<file path="config.mk">
export PLATFORM = sky130hd
export DESIGN_NAME = flash_op_seq
export DESIGN_NICKNAME = d
export VERILOG_FILES = /design/src/rtl/flash_op_seq_pkg.sv /design/src/rtl/flash_op_decode.sv /design/src/rtl/flash_page_chunk.sv /design/src/rtl/flash_op_seq.sv
export SDC_FILE = /design/constraint.sdc
export NUM_CORES = 1
export LEC_CHECK = 0
export ABC_CLOCK_PERIOD_IN_PS = 7700
export CORE_MARGIN = 2
export CORE_UTILIZATION = 35
export CTS_BUF_LIST = sky130_fd_sc_hd__clkbuf_16
export DETAILED_ROUTE_END_ITERATION = 12
export DONT_BUFFER_PORTS = 1
export HOLD_SLACK_MARGIN = 0.06
export RECOVER_POWER = 50
export SETUP_SLACK_MARGIN = 0.02
export SYNTH_ARGS = -nofsm -noshare
export SYNTH_HDL_FRONTEND = slang
export SYNTH_HIERARCHICAL = 1
export SYNTH_SLANG_ARGS = --single-unit
</file>
<file path="constraint.sdc">
create_clock -name clk -period 7.7 [get_ports clk]
set_input_delay 2.31 -clock clk [delete_from_list [all_inputs] [get_ports clk]]
set_output_delay 2.31 -clock clk [all_outputs]
set_load 0.01 [all_outputs]
</file>
<file path="src/rtl/flash_op_seq_pkg.sv">
package flash_op_seq_pkg;

  typedef enum logic [2:0] {
    KIND_ERASE_4K  = 3'd0,
    KIND_ERASE_32K = 3'd1,
    KIND_ERASE_64K = 3'd2,
    KIND_ERASE_ALL = 3'd3,
    KIND_PROGRAM   = 3'd4
  } op_kind_e;

  typedef enum logic [1:0] {
    RES_OK      = 2'd0,
    RES_RANGE   = 2'd1,
    RES_TIMEOUT = 2'd2
  } op_result_e;

  typedef enum logic [3:0] {
    SQ_IDLE,
    SQ_POLL_ISSUE,
    SQ_POLL_WAIT,
    SQ_GAP,
    SQ_WEN_ISSUE,
    SQ_WEN_WAIT,
    SQ_CMD_ISSUE,
    SQ_CMD_WAIT
  } seq_state_e;

  localparam logic [7:0] OPC_STATUS_RD = 8'h05;
  localparam logic [7:0] OPC_WRITE_EN  = 8'h06;
  localparam logic [7:0] OPC_ERASE_4K  = 8'h20;
  localparam logic [7:0] OPC_ERASE_32K = 8'h52;
  localparam logic [7:0] OPC_ERASE_64K = 8'hD8;
  localparam logic [7:0] OPC_ERASE_ALL = 8'hC7;
  localparam logic [7:0] OPC_PAGE_PROG = 8'h02;

endpackage

</file>
<file path="src/rtl/flash_op_decode.sv">
module flash_op_decode
  import flash_op_seq_pkg::*;
#(
  parameter int ADDR_W       = 24,
  parameter int LEN_W        = 16,
  parameter int FLASH_BYTES  = 8388608,
  parameter int SECTOR_BYTES = 4096,
  parameter int BLK_S_BYTES  = 32768,
  parameter int BLK_L_BYTES  = 65536
) (
  input  logic [2:0]        kind,
  input  logic [31:0]       addr,
  input  logic [LEN_W-1:0]  len,
  output logic [7:0]        opcode,
  output logic [ADDR_W-1:0] start_addr,
  output logic              is_prog,
  output logic              reject,
  output logic              empty
);

  localparam logic [ADDR_W-1:0] MASK_S = ~ADDR_W'(SECTOR_BYTES - 1);
  localparam logic [ADDR_W-1:0] MASK_M = ~ADDR_W'(BLK_S_BYTES - 1);
  localparam logic [ADDR_W-1:0] MASK_L = ~ADDR_W'(BLK_L_BYTES - 1);

  logic [ADDR_W-1:0] low_addr;
  logic [32:0]       prog_end;
  logic              erase_oob;

  assign low_addr = addr[ADDR_W-1:0];
  assign prog_end = {1'b0, addr} + 33'(len);

  always_comb begin
    opcode     = OPC_ERASE_ALL;
    start_addr = '0;
    is_prog    = 1'b0;
    reject     = 1'b0;
    empty      = 1'b0;
    erase_oob  = 1'b0;
    case (kind)
      KIND_ERASE_4K: begin
        opcode     = OPC_ERASE_4K;
        start_addr = low_addr & MASK_S;
        erase_oob  = 1'b1;
      end
      KIND_ERASE_32K: begin
        opcode     = OPC_ERASE_32K;
        start_addr = low_addr & MASK_M;
        erase_oob  = 1'b1;
      end
      KIND_ERASE_64K: begin
        opcode     = OPC_ERASE_64K;
        start_addr = low_addr & MASK_L;
        erase_oob  = 1'b1;
      end
      KIND_ERASE_ALL: begin
        opcode     = OPC_ERASE_ALL;
        start_addr = '0;
      end
      KIND_PROGRAM: begin
        opcode     = OPC_PAGE_PROG;
        start_addr = low_addr;
        is_prog    = 1'b1;
        reject     = (prog_end > 33'(FLASH_BYTES));
        empty      = (len == '0);
      end
      default: reject = 1'b1;
    endcase
    if (erase_oob && (32'(start_addr) >= 32'(FLASH_BYTES))) begin
      reject = 1'b1;
    end
  end

endmodule

</file>
<file path="src/rtl/flash_page_chunk.sv">
module flash_page_chunk #(
  parameter int LEN_W      = 16,
  parameter int PAGE_BYTES = 256,
  localparam int PAGE_AW   = $clog2(PAGE_BYTES),
  localparam int CHUNK_W   = PAGE_AW + 1
) (
  input  logic [PAGE_AW-1:0] addr_lo,
  input  logic [LEN_W-1:0]   remaining,
  output logic [CHUNK_W-1:0] chunk
);

  logic [CHUNK_W-1:0] room;

  assign room  = CHUNK_W'(PAGE_BYTES) - CHUNK_W'(addr_lo);
  assign chunk = (remaining < LEN_W'(room)) ? CHUNK_W'(remaining) : room;

endmodule

</file>
<file path="src/rtl/flash_op_seq.sv">
module flash_op_seq
  import flash_op_seq_pkg::*;
#(
  parameter int ADDR_W      = 24,
  parameter int LEN_W       = 16,
  parameter int GAP_W       = 8,
  parameter int POLL_W      = 16,
  parameter int PAGE_BYTES  = 256,
  parameter int FLASH_BYTES = 8388608,
  localparam int CHUNK_W    = $clog2(PAGE_BYTES) + 1
) (
  input  logic               clk,
  input  logic               rst_n,
  input  logic               req_valid,
  input  logic [2:0]         req_kind,
  input  logic [31:0]        req_addr,
  input  logic [LEN_W-1:0]   req_len,
  output logic               req_ack,
  input  logic [GAP_W-1:0]   poll_gap,
  input  logic [POLL_W-1:0]  poll_limit,
  input  logic               host_byte_valid,
  input  logic [7:0]         host_byte_data,
  output logic               host_byte_ready,
  output logic               eng_start,
  output logic [7:0]         eng_opcode,
  output logic [ADDR_W-1:0]  eng_addr,
  output logic [CHUNK_W-1:0] eng_len,
  output logic               eng_byte_valid,
  output logic [7:0]         eng_byte_data,
  input  logic               eng_byte_ready,
  input  logic               eng_done,
  input  logic [7:0]         eng_rdata,
  output logic               op_done,
  output logic [1:0]         op_status
);

  localparam int PAGE_AW = $clog2(PAGE_BYTES);

  // reset: asserted asynchronously, released on the clock
  logic [1:0] rst_pipe;
  logic       rst_q_n;

  always_ff @(posedge clk or negedge rst_n) begin
    if (!rst_n) rst_pipe <= 2'b00;
    else        rst_pipe <= {rst_pipe[0], 1'b1};
  end
  assign rst_q_n = rst_pipe[1];

  // request decode and page split
  logic [7:0]         dec_op;
  logic [ADDR_W-1:0]  dec_addr;
  logic               dec_prog, dec_reject, dec_empty;
  logic [CHUNK_W-1:0] chunk;

  flash_op_decode #(
    .ADDR_W(ADDR_W), .LEN_W(LEN_W), .FLASH_BYTES(FLASH_BYTES)
  ) u_decode (
    .kind(req_kind), .addr(req_addr), .len(req_len),
    .opcode(dec_op), .start_addr(dec_addr), .is_prog(dec_prog),
    .reject(dec_reject), .empty(dec_empty)
  );

  seq_state_e        state_q, state_d;
  logic              post_q, post_d;
  logic              prog_q, prog_d;
  logic [ADDR_W-1:0] addr_q, addr_d;
  logic [LEN_W-1:0]  rem_q, rem_d;
  logic [7:0]        cmd_q, cmd_d;
  logic [POLL_W-1:0] polls_q, polls_d;
  logic [GAP_W-1:0]  gap_q, gap_d;
  logic              ack_q, ack_d;
  logic              done_q, done_d;
  logic [1:0]        res_q, res_d;
  logic              ctx_en;
  logic              limit_hit;
  logic              rdata_unused;

  flash_page_chunk #(
    .LEN_W(LEN_W), .PAGE_BYTES(PAGE_BYTES)
  ) u_chunk (
    .addr_lo(addr_q[PAGE_AW-1:0]), .remaining(rem_q), .chunk(chunk)
  );

  assign limit_hit    = ((POLL_W+1)'(polls_q) + (POLL_W+1)'(1)) >= (POLL_W+1)'(poll_limit);
  assign rdata_unused = ^eng_rdata[7:1];

  // next state
  always_comb begin
    state_d = state_q;
    post_d  = post_q;
    prog_d  = prog_q;
    addr_d  = addr_q;
    rem_d   = rem_q;
    cmd_d   = cmd_q;
    polls_d = polls_q;
    gap_d   = gap_q;
    ack_d   = 1'b0;
    done_d  = 1'b0;
    res_d   = res_q;
    unique case (state_q)
      SQ_IDLE: begin
        if (req_valid) begin
          ack_d = 1'b1;
          if (dec_reject) begin
            done_d = 1'b1;
            res_d  = RES_RANGE;
          end else if (dec_empty) begin
            done_d = 1'b1;
            res_d  = RES_OK;
          end else begin
            state_d = SQ_POLL_ISSUE;
            post_d  = 1'b0;
            prog_d  = dec_prog;
            addr_d  = dec_addr;
            rem_d   = req_len;
            cmd_d   = dec_op;
            polls_d = '0;
          end
        end
      end
      SQ_POLL_ISSUE: state_d = SQ_POLL_WAIT;
      SQ_POLL_WAIT: begin
        if (eng_done) begin
          if (!eng_rdata[0]) begin
            polls_d = '0;
            if (!post_q) begin
              state_d = SQ_WEN_ISSUE;
            end else if (prog_q && (rem_q > LEN_W'(chunk))) begin
              addr_d  = addr_q + ADDR_W'(chunk);
              rem_d   = rem_q - LEN_W'(chunk);
              state_d = SQ_WEN_ISSUE;
            end else begin
              state_d = SQ_IDLE;
              done_d  = 1'b1;
              res_d   = RES_OK;
            end
          end else if (limit_hit) begin
            state_d = SQ_IDLE;
            done_d  = 1'b1;
            res_d   = RES_TIMEOUT;
          end else begin
            polls_d = polls_q + 1'b1;
            gap_d   = poll_gap;
            state_d = (poll_gap == '0) ? SQ_POLL_ISSUE : SQ_GAP;
          end
        end
      end
      SQ_GAP: begin
        if (gap_q <= GAP_W'(1)) state_d = SQ_POLL_ISSUE;
        else                    gap_d   = gap_q - 1'b1;
      end
      SQ_WEN_ISSUE: state_d = SQ_WEN_WAIT;
      SQ_WEN_WAIT:  if (eng_done) state_d = SQ_CMD_ISSUE;
      SQ_CMD_ISSUE: state_d = SQ_CMD_WAIT;
      SQ_CMD_WAIT: begin
        if (eng_done) begin
          state_d = SQ_POLL_ISSUE;
          post_d  = 1'b1;
          polls_d = '0;
        end
      end
      default: state_d = SQ_IDLE;
    endcase
  end

  assign ctx_en = (state_q != SQ_IDLE) || req_valid;

  // control registers
  always_ff @(posedge clk or negedge rst_q_n) begin
    if (!rst_q_n) begin
      state_q <= SQ_IDLE;
      ack_q   <= 1'b0;
      done_q  <= 1'b0;
      res_q   <= RES_OK;
    end else begin
      state_q <= state_d;
      ack_q   <= ack_d;
      done_q  <= done_d;
      res_q   <= res_d;
    end
  end

  // request context, updated only while a request is live
  always_ff @(posedge clk or negedge rst_q_n) begin
    if (!rst_q_n) begin
      post_q  <= 1'b0;
      prog_q  <= 1'b0;
      addr_q  <= '0;
      rem_q   <= '0;
      cmd_q   <= '0;
      polls_q <= '0;
      gap_q   <= '0;
    end else if (ctx_en) begin
      post_q  <= post_d;
      prog_q  <= prog_d;
      addr_q  <= addr_d;
      rem_q   <= rem_d;
      cmd_q   <= cmd_d;
      polls_q <= polls_d;
      gap_q   <= gap_d;
    end
  end

  // engine request port
  always_comb begin
    eng_start  = 1'b0;
    eng_opcode = '0;
    eng_addr   = '0;
    eng_len    = '0;
    case (state_q)
      SQ_POLL_ISSUE: begin
        eng_start  = 1'b1;
        eng_opcode = OPC_STATUS_RD;
        eng_len    = CHUNK_W'(1);
      end
      SQ_WEN_ISSUE: begin
        eng_start  = 1'b1;
        eng_opcode = OPC_WRITE_EN;
      end
      SQ_CMD_ISSUE: begin
        eng_start  = 1'b1;
        eng_opcode = cmd_q;
        eng_addr   = addr_q;
        eng_len    = prog_q ? chunk : '0;
      end
      default: ;
    endcase
  end

  // byte stream: connected only while a program command is running
  logic byte_gate;
  assign byte_gate       = (state_q == SQ_CMD_WAIT) && prog_q;
  assign host_byte_ready = byte_gate && eng_byte_ready;
  assign eng_byte_valid  = byte_gate && host_byte_valid;
  assign eng_byte_data   = host_byte_data;

  assign req_ack   = ack_q;
  assign op_done   = done_q;
  assign op_status = res_q;

endmodule

</file>
* Word-level counts from Yosys, hierarchy flattened *
Cells that the tools add are included.

storage, ports and cells
  input port bits = 97
  output and inout bits = 56
  logic and storage cells = 161
  register bits after elaboration = 84

operators by class
  bitwise gates (word level) = 2
  reductions and logical operators = 25
  $lt $le $gt $ge = 6
  $add $sub $neg = 7
  multiplexer cells = 80
  eq/ne operators = 29

operator list
  kind                                                              count
  2-to-1 mux 16 bit                                                 14
  2-to-1 mux 24 bit                                                 8
  one-hot mux 24 bit (4 select lines)                               1
  one-hot mux 16 bit (3 select lines)                               1
  one-hot mux 24 bit (2 select lines)                               1
  adder 32 x 16 -> 33 bit                                           1
  greater-than comparator 33 x 24 -> 1 bit (second input constant)  1
  2-to-1 mux 4 bit                                                  8
  2-to-1 mux 8 bit                                                  4
  one-hot mux 16 bit (2 select lines)                               1
  one-hot mux 4 bit (8 select lines)                                1
  one-hot mux 8 bit (4 select lines)                                1
  != test 2 bit (second input constant)                             13
  adder 24 x 9 -> 24 bit                                            1
  >= comparator 24 bit (second input constant)                      1
  one-hot mux 8 bit (3 select lines)                                1
  2-to-1 mux 2 bit                                                  10
  2-to-1 mux 1 bit                                                  19
  2-to-1 mux 9 bit                                                  2
  one-hot mux 9 bit (2 select lines)                                1
  adder 16 x 1 -> 17 bit (second input constant)                    1
  >= comparator 17 x 16 -> 1 bit                                    1
  adder 16 x 1 -> 16 bit (second input constant)                    1
  == test 4 x 3 -> 1 bit (second input constant)                    4
  33 further kinds                                                  52

* Logic depth before layout (Yosys ltp) *
Gate-level depths: netlist of the first run.

  depth in word-level cells = 10
  depth in mapped cells = 23
  depth with buffers taken out = 21

* Cells and area by module *
The synthesis of the first run kept the hierarchy.

by module, submodules not included
  module            area an instance (um2)  times used  sequential area each (um2)  cells each
  flash_op_seq      6253.5                  1           2077.0                      739
  flash_op_decode   1721.7                  1           0.0                         270
  flash_page_chunk  445.4                   1           0.0                         57

* Worst setup path before layout of the first run *
No wires, ideal clock.

  kind = input-to-reg
  from = input port req_addr[0]
  to = register gap_q[0]
  slack = 1.638 ns
  cell stages on the path = 18
  setup time = 0.124 ns
  arrival time = 5.938 ns
  required time = 7.576 ns
  cell sequence = ha_1 fa_1 or2_2 a221oi_2 nand3_1 a2111oi_4 nand4_1 nor4_2 nand4_1 o31ai_1 a31oi_1 nor4b_2 a32oi_1 nor2_1 nand3_2 and2_1 buf_6 a211o_1

RTL lines
  what                    line                 source
  start: declaration      flash_op_seq.sv:16   input logic [31:0] req_addr,
  end signal: assignment  flash_op_seq.sv:200  gap_q <= gap_d;
  end: declaration        flash_op_seq.sv:70   logic [GAP_W-1:0] gap_q, gap_d;

==> results of run 1 <==
[per-layer routing]
layer / up-vias / part of all wire, % / track usage [%]
met4: 0 / 2.8 / 7.07
met3: 40 / 6.7 / 3.78
met2: 263 / 44 / 30.2
met5: - / 0 / 0
li1: 3861 / - / -
met1: 3846 / 47 / 27.9
[state kept, by name, indices dropped and copies added, names as in the netlist, 2 cells and up]
name and count:
addr_q 24, polls_q 16, rem_q 16, cmd_q 8, gap_q 8, state_q 3, op_status 2, rst_pipe 2
[power breakdown]
part	switching (W)	internal [W]
Sequential	0.000202	0.000588
Clock	0.000190	0.000248
Combinational	0.00108	0.000750
Total	0.00147	0.00159
[critical path, cell delays in order]
cell and delay [ns]:
ha_1 0.35, a21oi_1 0.23, o21ai_1 0.16, a221o_1 0.33, a2111oi_1 0.59, nand4_1 0.25
nor4_2 0.26, nand4_1 0.15, o31ai_1 0.25, a31oi_1 0.25, nor4b_2 0.42, a32oi_1 0.14
nor2_1 0.20, nand3_2 0.30, and2_1 0.35, a211o_1 0.32
[worst paths after layout]
kind                          endpoint    startpoint  slack (ns)
max                           gap_q[0]  req_addr[12]        1.06
min                         polls_q[5]   rst_pipe[1]        0.26
max reg2reg                  addr_q[1]     addr_q[0]        1.59
min reg2reg                 polls_q[5]   rst_pipe[1]        0.26
max in group asynchronous     rem_q[7]   rst_pipe[1]        3.28
min in group clk           rst_pipe[1]   rst_pipe[0]        0.36
[through the flow]
step | worst slack (ns) | cell area (sq um) | utilization, % | std cells
2_1_floorplan | 1.64 | 8420 | - | 1066
3_3_place_gp | 0.813 | 8550 | 36.3 | 1333
3_5_place_dp | 0.720 | 8550 | 36.3 | 1333
4_1_cts | 1.08 | 8830 | 37.5 | 1349
5_1_grt | 0.805 | 8820 | 37.5 | 1349
6_report | 1.06 | 8820 | 37.5 | 1349
[cells in the mapped netlist, types with 4 or more instances]
cell type	number
a22oi_1	5
and3_1	40
o21a_1	18
nor4_1	12
buf_2	17
nand3_1	49
o21ai_0	62
a311oi_1	4
nor2b_1	12
clkbuf_1	21
nand4_1	16
a31oi_1	24
and2_1	36
or4_1	4
o21ai_1	8
a41o_1	8
ha_1	62
nand2_1	81
nor2_1	87
inv_1	53
nand2b_1	8
o31ai_1	19
a21o_1	16
or2_2	5
or3_1	9
o22ai_1	13
a211oi_1	14
a21oi_1	84
a2bb2oi_1	15
buf_6	8
xor2_1	14
nor3_1	24
buf_4	12
dfrtp_1	83
mux2_2	9
o211ai_1	7
xnor2_1	21
[final cells by class]
class | count | area, sq um
Tap cell | 319 | 399
Clock inverter | 7 | 61.3
Multi-Input combinational cell | 867 | 5790
Timing Repair Buffer | 10 | 71.3
Inverter | 54 | 203
Sequential cell | 83 | 2080
Clock buffer | 9 | 225
Fill cell | 2504 | 14700
[logic make-up after synthesis]
kind of cell / Yosys count / share of synthesized area, %
other: 1 / 0.0445
muxes: 14 / 1.92
and+or+nand+nor: 409 / 25.5
AOI/OAI and AO/OA: 343 / 27.6
adders and majority gates: 65 / 9.93
buffers and inverters: 116 / 6.69
xor gates and xnor gates: 35 / 3.64
DFF: 83 / 24.7
==> flow_metrics.tcl, run 1 <==
set metrics [dict create \
    yosysTopAreaCellShare_pct 24.7 \
    postCtsHoldBufs 0 \
    grt_max_degree 69 \
    dieArea_sq_um 25300 \
    min_period_ns 6.64 \
    antenna_left 0 \
    end_kind "register" \
    syn_area_sq_um 8420 \
    final_nets 1187 \
    synthArstFlopShare_pct 100 \
    finalWeightedCongestion 0.898 \
    clk_path_buf_depth 2 \
    start_util_pct 35.8 \
    wirelength_mm 25.8 \
    clock_skew_ns 0.00882 \
    rsz0062_at_grt "false" \
    drt_first_pass_iters 5 \
    core-area_sq_um 23500 \
    cp-start-kind "input port" \
    drv_cap 1 \
    drt_first_iter_violations 702 \
    synthFlopType "dfrtp_1" \
    cts_setup_buffers 0 \
    r2r_cells 21 \
    p_leak_nw 3.95 \
    hold_viol 0 \
    layout_commonest_cell "nor2_1" \
    peakVddDrop_mv 0.170 \
    ios 153 \
    via_per_inst 5.94 \
    syn_inst 1066 \
    worstHoldPathType "register to asynchronous set/reset pin" \
    drt_drc_violations_left 0 \
    cts.sinks 83 \
    vias 8010 \
    setup_tns_ns 0 \
    die_h_um 159 \
    track_usage_pct 19.8 \
    area_growth_pct 4.80 \
    slew_headroom_pct -163 \
    fp-row-count 56 \
    slew_viol_final 69 \
    path_clk_slew_ns 0.07 \
    drive_gt1_share_pct 6.31 \
    synth_cell_types 93 \
    post_drt_wl_per_cell_um 19.1 \
    clk_latency_ns 0.35 \
    syn_nets 1228 \
    gr-total-overflow 0 \
    ys_warn_count 6 \
    grt_first_pass_wirelength_mm 40.8 \
    yosysSeqAreaShare_pct 24.7 \
    hold_ws_ns 0.265 \
    cts_made_buffers 9 \
    htree_levels 3 \
    setup_viol 0 \
    hpwlAfterDp_mm 19.5 \
    power_w 0.00306 \
    power.density_nw_per_um2 346 \
    cts_root_buf "clkbuf_16" \
    cts_resized 0 \
    period_share_pct 86.2 \
    worst_pin_slew_ns 3.94 \
    synth.area.top_cells "dfrtp_1 25%, ha_1 9.2%, a21oi_1 5.0%" \
    layout_common_cells "87 x nor2_1, 84 x a21oi_1, 83 x dfrtp_1" \
    violations "max-capacitance violations, max-slew violations" \
    die_x_um 159 \
    grt_pass1_vias 7395 \
    run_status "finished, violations left" \
    worstSetupPathType "input port to register" \
    ys_ff_latch 83 \
    n_antenna_cell 0 \
    io_buffer_count 0 \
    avgSynthCellArea_sq_um 7.90 \
    antenna_found_initial 0 \
    crit_required_ns 7.93 \
    cts_tree "done" \
    synth_edf_count 0 \
    yosysTopAreaCell "dfrtp_1" \
    path_max_fanout 14 \
    worst_ep_arrival_time_ns 6.87 \
    fmax_mhz 151 \
]
(Power assumes the default switching activity.)
==> run 2, diff against run 1 <==
GPL_ROUTABILITY_DRIVEN = 0   (was not set)
RECOVER_POWER = 25   (was 50)
==> run 2 against run 1 <==
Compared with the run above:
- the flow still finishes with violations (max-capacitance violations, max-slew violations)
- clock-buffer cell count unchanged
- core utilization increased by 0.21 points
- first-iteration DRC count decreased by 11%
- clock skew increased by 0.0046 ns
- total power increased by 2.2%
- design area increased by 0.55%
- non-clock buffer count decreased by 1
- via count decreased by 1.4%
- final cell count about the same
- sequential cell count unchanged
- hold slack improved by 0.089 ns
- sequential power about the same
- largest cell class unchanged
==> flow_metrics.tcl, run 2 (same netlist as run 1, synthesis figures left out) <==
set metrics [dict create \
    cp-start-kind "input port" \
    violations "max-capacitance violations, max-slew violations" \
    slew_viol_final 64 \
    wirelength_mm 25.3 \
    gr-total-overflow 0 \
    crit_required_ns 7.94 \
    io_buffer_count 0 \
    clock_skew_ns 0.0135 \
    fp-row-count 56 \
    r2r_cells 21 \
    crit_top_cell "nand4_1" \
    antenna_left 0 \
    end_kind "register" \
    path_cells "ha_1, fa_1, or2_2, a221oi_2, nand3_1, a2111oi_4, nand4_1, nor4_2, nand4_1, o31ai_1, a31oi_1, nor4b_2, a32oi_1, nor2_1, nand3_2, and2_1, a211o_1" \
    peakVddDrop_mv 0.149 \
    path_clk_slew_ns 0.07 \
    cts.sinks 83 \
    hold_viol 0 \
    clk_path_buf_depth 2 \
    worst_ep_arrival_time_ns 6.84 \
    rsz0062_at_grt "false" \
    core-area_sq_um 23500 \
    worstSetupPathType "input port to register" \
    slowest_delay_ns 0.44 \
    grt_first_pass_wirelength_mm 40.3 \
    min_period_ns 6.61 \
    p_leak_nw 3.98 \
    setup_slack_ns 1.09 \
    layout_commonest_cell "nor2_1" \
    die_h_um 159 \
    setup_viol 0 \
    track_usage_pct 19.6 \
    grt_pass1_vias 7315 \
    path_max_fanout 14 \
    htree_levels 3 \
    power_w 0.00312 \
    area_growth_pct 5.38 \
    multi_input_area_sq_um 5790 \
    finalNonFillerCells 1348 \
    cts_setup_buffers 0 \
    drt_drc_violations_left 0 \
    hold_ws_ns 0.354 \
    layout_common_cells "86 x nor2_1, 84 x a21oi_1, 83 x dfrtp_1" \
    crit_slowest_cell "nor4b_2" \
    cts_tree "done" \
    drt_first_pass_iters 5 \
    regMostFlops "addr_q" \
    drv_cap 1 \
    setup_tns_ns 0 \
    drt_first_iter_violations 625 \
    largest_reg_flops 24 \
    final_nets 1186 \
    start_util_pct 35.8 \
    whs_path_depth 0 \
    die_x_um 159 \
    grt_max_degree 64 \
    worst_pin_slew_ns 3.70 \
    hpwlAfterDp_mm 19.3 \
    vias 7896 \
    worstHoldPathType "register to register" \
    dieArea_sq_um 25300 \
    n_antenna_cell 0 \
    period_share_pct 85.8 \
    dpl_worst_slack_ns 0.782 \
    run_status "finished, violations left" \
    drive_gt1_share_pct 6.51 \
    crit_cells 17 \
    clk_latency_ns 0.36 \
    ios 153 \
    antenna_found_initial 0 \
    fillers 2471 \
    worst-path-buf-inv 0 \
    cts_made_buffers 9 \
    critical_path.top_delay_family "simple AND/OR/NAND/NOR gates" \
    post_drt_wl_per_cell_um 18.8 \
    power.density_nw_per_um2 352 \
    regArea_sq_um 2080 \
    slew_headroom_pct -147 \
    fmax_mhz 151 \
    reg_top3 "addr_q (24), polls_q (16), rem_q (16)" \
    cts_resized 0 \
    postCtsHoldBufs 0 \
    cts_root_buf "clkbuf_16" \
    via_per_inst 5.86 \
    place_inst 1332 \
]
-- run 2: cell count changes in the layout (fill, tap and decap cells not counted) --
cell / before / now
buf_4: 9 / 8
and2_1: 21 / 36
and2_0: 16 / 1
bufinv_16: 1 / 3
inv_6: 1 / 2
inv_1: 56 / 55
clkinvlp_4: 1 / 0
clkinv_1: 1 / 0
nor2_1: 87 / 86
nor2_2: 1 / 2
-- run 2: layer usage --
layer  share of wire, %  GRT usage, %  routed length [um]  vias up
li1                   -             -                   -     3869
met1                 47          27.7               11900     3770
met2                 45          30.7               11300      228
met3                6.3          3.41                1590       29
met4                2.0          5.95                 511        0
met5                  0             0                   0        -
-- run 2: final cells by class --
| type | instances | share of cell area, % |
|---|---|---|
| multi-input combinational | 867 | 65.3 |
| sequential | 83 | 23.4 |
| tap | 319 | 4.50 |
| clock buffer | 9 | 2.54 |
| inverter | 54 | 2.28 |
| clock inverter | 7 | 1.30 |
| timing repair buffer | 9 | 0.719 |
-- run 2: worst paths after layout --
kind / from / end / slack (ns)
min in group asynchronous: rst_pipe[1] / polls_q[5] / 0.36
max in group asynchronous: rst_pipe[1] / addr_q[3] / 3.32
setup reg to reg: addr_q[0] / rem_q[10] / 1.64
hold reg to reg: rst_pipe[0] / rst_pipe[1] / 0.35
setup / recovery: req_addr[0] / gap_q[0] / 1.09
hold / removal: rst_pipe[0] / rst_pipe[1] / 0.35
-- run 2: power breakdown --
part / internal, W / leakage, nW / switching (W) / total, W
clock network: 0.000318 / 0.173 / 0.000199 / 0.000516
registers: 0.000587 / 1.05 / 0.000201 / 0.000788
logic: 0.000748 / 2.76 / 0.00107 / 0.00182
total: 0.00165 / 3.98 / 0.00147 / 0.00312
-- run 2: metrics by stage --
| step | instance area (sq um) | utilization [%] |
|---|---|---|
| floorplan | 8420 | - |
| global placement | 8540 | 36.3 |
| detailed placement | 8540 | 36.3 |
| CTS | 8880 | 37.7 |
| global route | 8870 | 37.7 |
| finish | 8870 | 37.7 |
==> run 3, diff against run 2 <==
BUFFER_PORTS_ARGS = -buffer_cell sky130_fd_sc_hd__buf_2   (was not set)
DONT_BUFFER_PORTS = not set   (was 1)
==> run 3 against run 2 <==
Compared with the run above:
- the run still ends with max-capacitance violations, max-slew violations left
- global-route usage rose by 0.067 points
- non-clock buffer count grew 129
- clock power is 12% lower
- combinational power up 4%
- sequential power is essentially flat
- total power is 0.55% higher
- first-iteration DRC count increased by 13%
- hold slack worse by 0.13 ns
- clock skew fell by 0.0035 ns
- final cell count rose by 9.8%
- wire length grew 1.4%
==> flow_metrics.tcl, run 3 (same netlist as run 1, synthesis figures left out) <==
set metrics [dict create \
    regMostFlops "addr_q" \
    layout_commonest_cell "buf_2" \
    cts_tree "done" \
    die_h_um 159 \
    crit-reg2reg-launch "addr_q[0]" \
    worstHoldPathType "register to asynchronous set/reset pin" \
    antenna_left 0 \
    fmax_mhz 144 \
    peakVddDrop_mv 0.149 \
    ios 153 \
    worst_ep_arrival_time_ns 7.17 \
    dpl_worst_slack_ns 0.551 \
    cp-start-kind "input port" \
    hpwlAfterDp_mm 19.4 \
    cts_made_buffers 9 \
    drv_cap 1 \
    drt_first_iter_violations 705 \
    vias 8401 \
    path_clk_slew_ns 0.07 \
    cts_resized 0 \
    slew_viol_final 70 \
    clk_path_buf_depth 2 \
    path_max_fanout 14 \
    power.density_nw_per_um2 331 \
    layout_common_cells "129 x buf_2, 86 x nor2_1, 84 x a21oi_1" \
    cts_setup_buffers 0 \
    fp-row-count 56 \
    internal_power_w 0.00163 \
    r2r-end "addr_q[18]" \
    dieArea_sq_um 25300 \
    die_x_um 159 \
    grt_max_degree 70 \
    swShare_pct 48.0 \
    track_usage_pct 19.7 \
    grt_pass1_vias 7732 \
    io_buffer_count 129 \
    via_per_inst 5.68 \
    largest_reg_flops 24 \
    reg_top3 "addr_q (24), polls_q (16), rem_q (16)" \
    htree_levels 3 \
    drt_first_pass_iters 5 \
    wirelength_mm 25.7 \
    clock_skew_ns 0.0100 \
    worstSetupPathType "input port to register" \
    violations "max-capacitance violations, max-slew violations" \
    period_share_pct 90.1 \
    drt_drc_violations_left 0 \
    post_drt_wl_per_cell_um 17.4 \
    hold_viol 0 \
    setup_slack_ns 0.763 \
    clk_latency_ns 0.35 \
    slew_headroom_pct -168 \
    setup_viol 0 \
    seq_power_share_pct 25.1 \
    end_kind "register" \
    run_status "finished, violations left" \
    cts_root_buf "clkbuf_16" \
    drive_gt1_share_pct 17.0 \
    p_leak_nw 4.54 \
    pwr-share-comb_pct 60.4 \
    final_nets 1315 \
    area_growth_pct 12.7 \
    switchingPower_w 0.00151 \
    fillers 2496 \
    worst_pin_slew_ns 4.01 \
    setup_tns_ns 0 \
    r2r_cells 21 \
    start_util_pct 35.8 \
    pwr-share-clk_pct 14.5 \
    gr-total-overflow 0 \
    crit_required_ns 7.93 \
    antenna_found_initial 1 \
    rsz0062_at_grt "false" \
    reg2reg_slack_ns 1.64 \
    cts.sinks 83 \
    core-area_sq_um 23500 \
    postCtsHoldBufs 0 \
    grt_first_pass_wirelength_mm 40.9 \
    min_period_ns 6.94 \
]
run 3: power groups by stage:
| stage | clock [W] | combinational (W) | sequential (W) |
|---|---|---|---|
| final | 0.000455 | 0.00190 | 0.000788 |
| after global routing | 0.000479 | 0.00212 | 0.000817 |
| after CTS | 0.000466 | 0.00189 | 0.000784 |
| after detailed placement | 0 | 0.00187 | 0.000792 |
| after global placement | 0 | 0.00186 | 0.000789 |
| after floorplan | 0 | 0.00149 | 0.000717 |
run 3: worst max-delay path by stage:
stage / from / end / depth (start not counted)
detailed placement: req_len[0] / gap_q[0] / 18
floorplan: req_addr[0] / gap_q[0] / 18
global route: req_len[12] / gap_q[0] / 17
global placement: req_len[0] / gap_q[0] / 18
finish: req_len[12] / gap_q[0] / 17
CTS: req_len[0] / gap_q[0] / 18
run 3: worst max-delay path, stage by stage:
cell       delay (ns)
buf_2            0.15
ha_1             0.37
a21oi_1          0.22
o21ai_1          0.16
a221o_1          0.35
a2111oi_1        0.64
nand4_1          0.26
nor4_2           0.26
nand4_1          0.15
o31ai_1          0.29
a31oi_1          0.26
nor4b_2          0.43
a32oi_1          0.16
nor2_1           0.19
nand3_2          0.29
and2_1           0.35
a211o_1          0.32
run 3: final cells by class:
| cell class | count | area, sq um | area share [%] |
|---|---|---|---|
| Antenna cell | 3 | 7.51 | 0.0791 |
| Clock buffer | 9 | 225 | 2.37 |
| Clock inverter | 7 | 76.3 | 0.804 |
| Inverter | 54 | 203 | 2.14 |
| Multi-Input combinational cell | 867 | 5790 | 61.0 |
| Sequential cell | 83 | 2080 | 21.9 |
| Tap cell | 319 | 399 | 4.21 |
| Timing Repair Buffer | 138 | 709 | 7.48 |
run 3: per-stage QoR:
step | util [%] | std cells | power, W | cell area [sq um] | hold slack, ns
finish | 40.3 | 1480 | 0.00314 | 9490 | 0.227
global route | 40.3 | 1478 | 0.00342 | 9480 | 0.284
CTS | 40.3 | 1477 | 0.00314 | 9490 | 0.175
detailed placement | 39.0 | 1461 | 0.00267 | 9190 | 0.168
global placement | 39.0 | 1461 | 0.00264 | 9190 | 0.169
floorplan | - | 1066 | 0.00221 | 8420 | 0.331
run 3: per-layer routing:
| layer | routed length (um) | global-route usage, % | vias to the layer above |
|---|---|---|---|
| met4 | 453 | 5.99 | 0 |
| met2 | 11400 | 30.9 | 271 |
| met5 | 0 | 0 | - |
| li1 | - | - | 4124 |
| met1 | 12300 | 27.5 | 3978 |
| met3 | 1540 | 3.70 | 28 |
